$ cat config.mk
export PLATFORM = sky130hd
export DESIGN_NAME = pnr_divider
export DESIGN_NICKNAME = d
export VERILOG_FILES = /design/src/rtl/pnr_div_pkg.sv /design/src/rtl/pnr_div_step.sv /design/src/rtl/pnr_div_stage.sv /design/src/rtl/pnr_divider.sv
export SDC_FILE = /design/constraint.sdc
export NUM_CORES = 1
export LEC_CHECK = 0
export ABC_AREA = 1
export BUFFER_PORTS_ARGS = -buffer_cell sky130_fd_sc_hd__buf_2
export CAP_MARGIN = 15
export CORE_ASPECT_RATIO = 0.9
export CORE_MARGIN = 2
export CORE_UTILIZATION = 55
export DETAILED_ROUTE_END_ITERATION = 10
export GPL_ROUTABILITY_DRIVEN = 0
export PLACE_DENSITY = 0.75
export RECOVER_POWER = 100
export SLEW_MARGIN = 40
export SYNTH_ARGS = -nofsm -noshare
export SYNTH_HDL_FRONTEND = slang
export SYNTH_SLANG_ARGS = --single-unit
$ cat constraint.sdc
create_clock -name clk -period 12.6 [get_ports clk]
set_input_delay 1.26 -clock clk [delete_from_list [all_inputs] [get_ports clk]]
set_output_delay 1.26 -clock clk [all_outputs]
set_load 0.005 [all_outputs]
$ cat src/rtl/pnr_div_pkg.sv
package pnr_div_pkg;

    // Number of register stages needed for n quotient bits at b bits per stage.
    function automatic int stage_count(input int n, input int b);
        return (n + b - 1) / b;
    endfunction

    // Quotient bits resolved inside stage s; the last stage takes the leftover.
    function automatic int bits_in_stage(input int n, input int b, input int s);
        int last;
        last = stage_count(n, b) - 1;
        if (s == last)
            return n - last * b;
        return b;
    endfunction

endpackage

$ cat src/rtl/pnr_div_step.sv
// One unrolled non-restoring iteration: shift one dividend bit into the
// partial remainder, then subtract (remainder >= 0) or add (remainder < 0).
module pnr_div_step #(
    parameter int N = 16,
    parameter int W = N + 2
) (
    input  logic [W-1:0] rem_i,
    input  logic [N-1:0] dq_i,
    input  logic [N-1:0] dvs_i,
    output logic [W-1:0] rem_o,
    output logic [N-1:0] dq_o
);
    logic [W-1:0] shifted;
    logic [W-1:0] dvs_ext;
    logic         qbit;

    always_comb begin
        shifted = {rem_i[W-2:0], dq_i[N-1]};
        dvs_ext = {2'b00, dvs_i};
        if (rem_i[W-1])
            rem_o = shifted + dvs_ext;
        else
            rem_o = shifted - dvs_ext;
        qbit = ~rem_o[W-1];
        dq_o = {dq_i[N-2:0], qbit};
    end
endmodule

$ cat src/rtl/pnr_div_stage.sv
// A group of NB chained iterations followed by one pipeline register.
module pnr_div_stage #(
    parameter int N  = 16,
    parameter int NB = 4,
    parameter int W  = N + 2
) (
    input  logic         clk,
    input  logic         rst_n,
    input  logic         vld_i,
    input  logic         dz_i,
    input  logic [W-1:0] rem_i,
    input  logic [N-1:0] dq_i,
    input  logic [N-1:0] dvs_i,
    output logic         vld_o,
    output logic         dz_o,
    output logic [W-1:0] rem_o,
    output logic [N-1:0] dq_o,
    output logic [N-1:0] dvs_o
);
    typedef struct packed {
        logic         vld;
        logic         dz;
        logic [W-1:0] rem;
        logic [N-1:0] dq;
        logic [N-1:0] dvs;
    } stg_t;

    stg_t stg_d, stg_q;

    logic [W-1:0] rem_c [NB+1];
    logic [N-1:0] dq_c  [NB+1];

    assign rem_c[0] = rem_i;
    assign dq_c[0]  = dq_i;

    for (genvar j = 0; j < NB; j++) begin : g_iter
        pnr_div_step #(.N(N), .W(W)) u_step (
            .rem_i (rem_c[j]),
            .dq_i  (dq_c[j]),
            .dvs_i (dvs_i),
            .rem_o (rem_c[j+1]),
            .dq_o  (dq_c[j+1])
        );
    end

    always_comb begin
        stg_d     = stg_q;
        stg_d.vld = vld_i;
        stg_d.dz  = dz_i;
        stg_d.rem = rem_c[NB];
        stg_d.dq  = dq_c[NB];
        stg_d.dvs = dvs_i;
    end

    always_ff @(posedge clk) begin
        if (!rst_n)
            stg_q <= '0;
        else
            stg_q <= stg_d;
    end

    assign vld_o = stg_q.vld;
    assign dz_o  = stg_q.dz;
    assign rem_o = stg_q.rem;
    assign dq_o  = stg_q.dq;
    assign dvs_o = stg_q.dvs;

    // Non-restoring invariant: partial remainder stays in [-D, D).
    p_rem_window_r11: assert property (@(posedge clk) disable iff (!rst_n)
        (stg_q.vld && !stg_q.dz) |->
            (($signed(stg_q.rem) <  $signed({2'b00, stg_q.dvs})) &&
             ($signed(stg_q.rem) >= -$signed({2'b00, stg_q.dvs}))));

    // The zero flag always agrees with the divisor that travels with it.
    p_dz_tracks_div_r6: assert property (@(posedge clk) disable iff (!rst_n)
        stg_q.vld |-> (stg_q.dz == (stg_q.dvs == '0)));
endmodule

$ cat src/rtl/pnr_divider.sv
module pnr_divider #(
    parameter int N   = 16,
    parameter int BPS = 4
) (
    input  logic         clk,
    input  logic         rst_n,
    input  logic         in_valid,
    input  logic [N-1:0] in_dividend,
    input  logic [N-1:0] in_divisor,
    output logic         out_valid,
    output logic [N-1:0] out_quotient,
    output logic [N-1:0] out_remainder,
    output logic         out_div_zero
);
    import pnr_div_pkg::*;

    localparam int W    = N + 2;
    localparam int NSTG = stage_count(N, BPS);

    typedef struct packed {
        logic         vld;
        logic         dz;
        logic [W-1:0] rem;
        logic [N-1:0] quo;
        logic [N-1:0] dvs;
    } fin_t;

    logic         vld_a [NSTG+1];
    logic         dz_a  [NSTG+1];
    logic [W-1:0] rem_a [NSTG+1];
    logic [N-1:0] dq_a  [NSTG+1];
    logic [N-1:0] dvs_a [NSTG+1];

    assign vld_a[0] = in_valid;
    assign dz_a[0]  = (in_divisor == '0);
    assign rem_a[0] = '0;
    assign dq_a[0]  = in_dividend;
    assign dvs_a[0] = in_divisor;

    for (genvar s = 0; s < NSTG; s++) begin : g_stage
        localparam int NB = bits_in_stage(N, BPS, s);
        pnr_div_stage #(.N(N), .NB(NB), .W(W)) u_stage (
            .clk   (clk),
            .rst_n (rst_n),
            .vld_i (vld_a[s]),
            .dz_i  (dz_a[s]),
            .rem_i (rem_a[s]),
            .dq_i  (dq_a[s]),
            .dvs_i (dvs_a[s]),
            .vld_o (vld_a[s+1]),
            .dz_o  (dz_a[s+1]),
            .rem_o (rem_a[s+1]),
            .dq_o  (dq_a[s+1]),
            .dvs_o (dvs_a[s+1])
        );
    end

    fin_t fin_d, fin_q;

    // Final correction: a negative remainder gets the divisor added back once.
    always_comb begin
        fin_d     = fin_q;
        fin_d.vld = vld_a[NSTG];
        fin_d.dz  = dz_a[NSTG];
        fin_d.quo = dq_a[NSTG];
        fin_d.dvs = dvs_a[NSTG];
        if (rem_a[NSTG][W-1])
            fin_d.rem = rem_a[NSTG] + {2'b00, dvs_a[NSTG]};
        else
            fin_d.rem = rem_a[NSTG];
    end

    always_ff @(posedge clk) begin
        if (!rst_n)
            fin_q <= '0;
        else
            fin_q <= fin_d;
    end

    assign out_valid     = fin_q.vld;
    assign out_div_zero  = fin_q.dz;
    assign out_quotient  = fin_q.quo;
    assign out_remainder = fin_q.rem[N-1:0];

    // Corrected remainder is non-negative and below the divisor.
    p_rem_below_div_r2: assert property (@(posedge clk) disable iff (!rst_n)
        (fin_q.vld && !fin_q.dz) |->
            (!fin_q.rem[W-1] && (fin_q.rem < {2'b00, fin_q.dvs})));

    // quotient * divisor + remainder never leaves the N-bit range.
    p_recombine_r1: assert property (@(posedge clk) disable iff (!rst_n)
        (fin_q.vld && !fin_q.dz) |->
            (({{N{1'b0}}, fin_q.quo} * {{N{1'b0}}, fin_q.dvs}
              + {{N{1'b0}}, fin_q.rem[N-1:0]}) < (2*N)'(1) << N));

    // Zero divisor: quotient saturates to all ones.
    p_dz_ones_r6: assert property (@(posedge clk) disable iff (!rst_n)
        (out_valid && out_div_zero) |-> (&out_quotient));

    // Outputs are never unknown once reset has been applied.
    p_valid_known_r8: assert property (@(posedge clk) disable iff (!rst_n)
        !$isunknown(out_valid));
endmodule

==> results of run 1 <==
timing repair:
item,4_1_cts,5_1_grt
hold buffers,0,0
setup endpoints to repair,0,4
buffers inserted,0,0
resized for setup,0,2
cell families (layout without fill, tap and decap cells):
group                    count (synthesis)  in the layout
AND/OR/NAND/NOR                       1358           1358
AO/OA/AOI/OAI                          806            806
XOR/XNOR                               232            232
buffers and inverters                  582            614
adder cells (fa/ha/maj)                292            292
flip-flops                             241            241
sequential cells by signal, indices dropped and copies added, names as in the netlist:
register	count
g_stage.u_stage.vld_o	4
out_valid	1
g_stage.u_stage.rem_o	71
out_remainder	16
out_div_zero	1
out_quotient	16
g_stage.u_stage.dq_o	64
g_stage.u_stage.dvs_o	64
g_stage.u_stage.dz_o	4
worst max-delay path: cells and delay by family, from the launching register on:
kind                     cells  cell delay, ps
adder cells (fa/ha/maj)      5            1660
flip-flops                   1             410
AND/OR/NAND/NOR             34            4150
buffers and inverters        7            1400
AO/OA/AOI/OAI               19            3490
synth_stat cells (9+ instances only):
library cell,instances
o21ai_0,298
o31ai_1,20
o21bai_1,17
clkbuf_1,64
a21o_1,11
nand2_2,9
dfxtp_1,241
inv_1,481
nand4_1,13
xnor2_1,76
ha_1,276
nand3_1,134
xor2_1,156
o21a_1,13
nand2_1,880
buf_2,14
nor3_1,40
fa_1,16
o21ai_2,9
nand3_2,17
a21oi_1,324
nor2_1,228
a31oi_1,29
o21ai_1,53
stage by stage:
step	instance area [um2]	cells
after floorplan	22900	3511
after global placement	23530	4035
after detailed placement	23530	4035
after CTS	24470	4083
after global routing	24420	4083
final	24420	4083
cell type report:
cell class	count	area [um2]
clock buffers	37	803.3
clock inverters	11	140.1
fillers	4041	16400
inverters	494	1857
multi-input cells	2688	15780
flip-flops and latches	241	4825
well taps	540	675.6
repair buffers	72	332.8
per-layer routing:
layer,GRT usage (%),share of wire (%),vias to the layer above
li1,-,-,11530
met1,38.25,46,9897
met2,46.75,45,664
met3,4.388,7.1,103
met4,6.507,2.2,0
met5,0,0,-
cell usage in the layout, fill, tap and decap left out, drive strengths merged, types with 76 or more instances in the layout:
cell	count
xor2	156
xnor2	76
inv	493
dfxtp	241
nand2	892
a21oi	324
nor2	231
o21ai	360
nand3	152
ha	276
worst max-delay path by stage:
| stage | slack, ps | to | start |
|---|---|---|---|
| after floorplan | 3400 | g_stage[2].u_stage.rem_o[15]$_SDFF_PN0_ | g_stage[1].u_stage.dvs_o[0]$_SDFF_PN0_ |
| after global placement | 1470 | g_stage[2].u_stage.rem_o[15]$_SDFF_PN0_ | g_stage[1].u_stage.dvs_o[0]$_SDFF_PN0_ |
| after detailed placement | 1340 | g_stage[2].u_stage.rem_o[15]$_SDFF_PN0_ | g_stage[1].u_stage.dvs_o[1]$_SDFF_PN0_ |
| after CTS | 1260 | g_stage[2].u_stage.rem_o[15]$_SDFF_PN0_ | g_stage[1].u_stage.dvs_o[1]$_SDFF_PN0_ |
| after global routing | 40 | g_stage[3].u_stage.rem_o[14]$_SDFF_PN0_ | g_stage[2].u_stage.dvs_o[0]$_SDFF_PN0_ |
| final | 1340 | g_stage[1].u_stage.rem_o[14]$_SDFF_PN0_ | g_stage[0].u_stage.dvs_o[0]$_SDFF_PN0_ |
==> summary.md, run 1 <==
| Metric | Value |
|---|---|
| Outcome | finished with violations |
| Failing checks | max-capacitance violations, max-slew violations |
| Post-Synth XOR/XNOR Area | 8.873% |
| Final net count | 3851 |
| Worst Reg-to-Reg Cells | 65 |
| Routed vias | 22190 |
| Multiplexer area fraction after synthesis | 0% |
| Gr usage total | 28.14% |
| Ys flop type | dfxtp_1 |
| P&R area growth vs syn | 6.622% |
| Worst setup EP type | flop |
| Worst Hold Path Cells | 2 |
| Die area | 43290 um2 |
| Worst EP arrival | 11730 ps |
| R2R Path End | g_stage[1].u_stage.rem_o[14]$_SDFF_PN0_ |
| Total CTS buffers | 27 |
| CTS tree | yes |
| Cells after Synth | 3511 |
| First-pass GRT wire length | 99620 um |
| # IOs | 69 |
| Min-delay worst type | reg -> reg |
| Clk_skew | 27.51 ps |
| Vias in the first global route | 20220 |
| Final Critical Period | 11260 ps |
| Worst slew pin tran | 4500 ps |
| Complex-gate fraction of the synthesized area | 19.01% |
| Crit start category | flop |
| Hold Slack | 405.9 ps |
| Synth Area in Adders | 16.48% |
| Pin count of the biggest net entering global routing | 106 |
| CORE AREA | 40810 um2 |
| Buffers on Ports | 68 |
| CP max-delay cell | o21ai_0 |
| Syn_area_per_cell | 6.522 um2 |
| Vias/cell | 5.435 |
| Total gr overflow | 0 |
| Worst reg2reg startpoint | g_stage[0].u_stage.dvs_o[0]$_SDFF_PN0_ |
| Routed Antenna Nets | 0 |
| Largest family of logic cells by synthesized area | simple AND/OR/NAND/NOR gates |
| Final setup TNS | 0 ps |
| CP max FO | 20 |
| Max transition margin | -200.0% |
| Final hold vios | 0 |
| Warning count from the yosys run | 0 |
| Std-Cell Rows | 70 |
| Htree depth | 1 |
| Die H | 197.6 um |
| Avg WL per Cell | 14.99 um |
| Cell taking the most area after synthesis | dfxtp_1 |
| Pre-Repair DR Iteration Count | 6 |
| Slowest stage delay, CP | 480 ps |
| Post-synthesis simple-gate area fraction | 24.61% |
| Number of remaining DRC errors | 0 |
| RSZ-0062 raised after global routing | false |
| Root Driver | clkbuf_16 |
| Clk Latency, worst-skew pair | 580 ps |
| Largest cells by area after synthesis | dfxtp_1, ha_1, nand2_1 |
| WHS Endpoint | out_quotient[3]$_SDFF_PN0_ |
| Period utilization | 89.37% |
| Worst endpoint required time | 13070 ps |
| Max Slew Vio Count | 151 |
| Starting Density | 56.11% |
| Crit path kind | reg -> reg |
| Ys async rst share | 0% |
| N_diodes | 0 |
| Unique masters post-synth | 53 |
| Die X | 219.1 um |
| Clk slew on worst S/H paths | 60 ps |
| Seq/Total Area, Yosys | 21.07% |
| Post-synth EDFFs | 0 |
| HPWL Detailed | 48730 um |
| Syn nets | 3838 |
| Final WS setup | 1340 ps |
| Initial antenna violation count | 0 |
| Seq cells post-synth | 241 |
| Synth top area share | 21.07% |
| Max-cap viol count | 2 |
| Routed WL | 61200 um |
| Finished Core Util | 59.82% |
| Clock sinks | 241 |
| Share of layout cells above drive strength 1 | 4.234% |
| Worst slack at placement | 1339 ps |
| Cell Area, Synth | 22900 um2 |
| Fmax | 0.08881 GHz |
| Most used cell, CP | nand2_1 |
| 1st-iter DRT viols | 1627 |
| # setup viols final | 0 |
| R2R setup slack | 1340 ps |
| Worst hold start | g_stage[3].u_stage.dq_o[3]$_SDFF_PN0_ |
| Max clock buf depth | 3 |
Power of run 1 is left out: the tool's default activity adds up to more than one toggle a clock period on the data nets, which glitch-free logic cannot reach.
==> run 2, diff against run 1 <==
CORE_UTILIZATION = 35   (was 55)
PLACE_DENSITY = 0.53   (was 0.75)
TNS_END_PERCENT = 50   (was default)
==> summary.md, run 2 (synthesis results as in run 1) <==
| Metric | Value |
|---|---|
| Final hold vios | 0 |
| Routed WL | 68510 um |
| Met3 routed WL | 3260 um |
| Met1 WL | 34900 um |
| Buffers on Ports | 68 |
| Most used cell, CP | nand2_1 |
| Routed Antenna Nets | 0 |
| Final net count | 3858 |
| Clock sinks | 241 |
| CP max FO | 20 |
| Die H | 246.7 um |
| Worst slew pin tran | 3796 ps |
| Initial antenna violation count | 1 |
| Total CTS buffers | 29 |
| Vias in the first global route | 20320 |
| Worst setup EP type | flop |
| Met2 wire len | 28990 um |
| Worst endpoint required time | 13070 ps |
| Pin count of the biggest net entering global routing | 109 |
| Post-CTS Repair Setup Buffers | 0 |
| Failing checks | max-capacitance violations, max-slew violations |
| Max-cap viol count | 2 |
| 1st-iter DRT viols | 1466 |
| Worst slack at placement | 1064 ps |
| Final Critical Period | 11370 ps |
| HPWL Detailed | 54870 um |
| Pre-Repair DR Iteration Count | 5 |
| Clk_skew | 17.38 ps |
| # IOs | 69 |
| Clk slew on worst S/H paths | 70 ps |
| Clk Latency, worst-skew pair | 580 ps |
| CTS tree | yes |
| First-pass GRT wire length | 108900 um |
| CORE AREA | 64410 um2 |
| Slowest stage delay, CP | 510 ps |
| RSZ-0062 raised after global routing | false |
| Final WS setup | 1234 ps |
| Vias/cell | 4.950 |
| Number of remaining DRC errors | 0 |
| Avg WL per Cell | 15.55 um |
| Worst path bufs/invs | 7 |
| Gr usage total | 20.12% |
| Share of layout cells above drive strength 1 | 4.645% |
| Root Driver | clkbuf_16 |
| N_diodes | 0 |
| Most common cell after layout, fill and taps aside | nand2_1 |
| Outcome | finished with violations |
| Fmax | 0.08798 GHz |
| Crit start category | flop |
| Worst EP arrival | 11840 ps |
| Routed vias | 21820 |
| CP max-delay cell | o21ai_1 |
| Commonest cells after routing, fill and taps aside | nand2_1, inv_1, a21oi_1, o21ai_0, ha_1 |
| Hold buffers post-CTS | 0 |
| Max Slew Vio Count | 120 |
| Total gr overflow | 0 |
| Std-Cell Rows | 88 |
| Period utilization | 90.21% |
| Min-delay worst type | reg -> reg |
| Max FFs per register | 71 |
| # setup viols final | 0 |
| Htree depth | 1 |
| Cell Count, Final, Fillers Out | 4407 |
| P&R area growth vs syn | 8.786% |
| Max transition margin | -153.1% |
| Hold Slack | 408.9 ps |
| Die area | 67490 um2 |
| CP delay by family, top | simple AND/OR/NAND/NOR gates |
| Final setup TNS | 0 ps |
| Highest routed layer | met4 |
| Inst Count DP | 4354 |
| Crit path kind | reg -> reg |
| Die X | 273.6 um |
| Max clock buf depth | 3 |
| Starting Density | 35.55% |
run 2: changes by cell type in the layout (fill, tap and decap cells not counted), moves of 3 or more:
cell / delta
clkbuf_8: -4
buf_2: +5
o21ai_0: -3
clkinvlp_4: +4
run 2: metrics by stage:
stage	util, %	cell area (um2)
CTS	38.71	24930
detailed placement	37.19	23960
floorplan	-	22900
finish	38.68	24910
global route	38.68	24910
global placement	37.19	23950
run 2: worst min-delay path, stage by stage, from the launching register on:
cell	delay [ps]
dfxtp_1	300
nand2_1	40
inv_1	40
run 2: area by class of cell:
class	count	area, um2
Fill cell	7013	39500
Clock inverter	15	180.2
Multi-Input combinational cell	2688	15800
Inverter	494	1868
Sequential cell	241	4825
Tap cell	855	1070
Clock buffer	37	795.8
Timing Repair inverter	1	7.507
Timing Repair Buffer	76	364.1
run 2: layer usage:
layer	vias to the layer above	GRT usage [%]
li1	11510	-
met1	9704	29.50
met2	517	31.45
met3	80	2.331
met4	0	4.114
met5	-	0
run 2: what timing repair did:
item | 4_1_cts | 5_1_grt
endpoints found under the setup margin | 0 | 6
gates resized for setup | 0 | 9
endpoints found under the hold margin | 0 | 0
run 2: final timing paths:
check / start / end / slack [ps] / cells after the start
max: g_stage[0].u_stage.dvs_o[0]$_SDFF_PN0_ / g_stage[1].u_stage.rem_o[14]$_SDFF_PN0_ / 1230 / 63
min: g_stage[0].u_stage.dq_o[9]$_SDFF_PN0_ / g_stage[1].u_stage.dq_o[13]$_SDFF_PN0_ / 410 / 2
max reg2reg: g_stage[0].u_stage.dvs_o[0]$_SDFF_PN0_ / g_stage[1].u_stage.rem_o[14]$_SDFF_PN0_ / 1230 / 63
min reg2reg: g_stage[0].u_stage.dq_o[9]$_SDFF_PN0_ / g_stage[1].u_stage.dq_o[13]$_SDFF_PN0_ / 410 / 2
Power of run 2 is left out for the same reason.
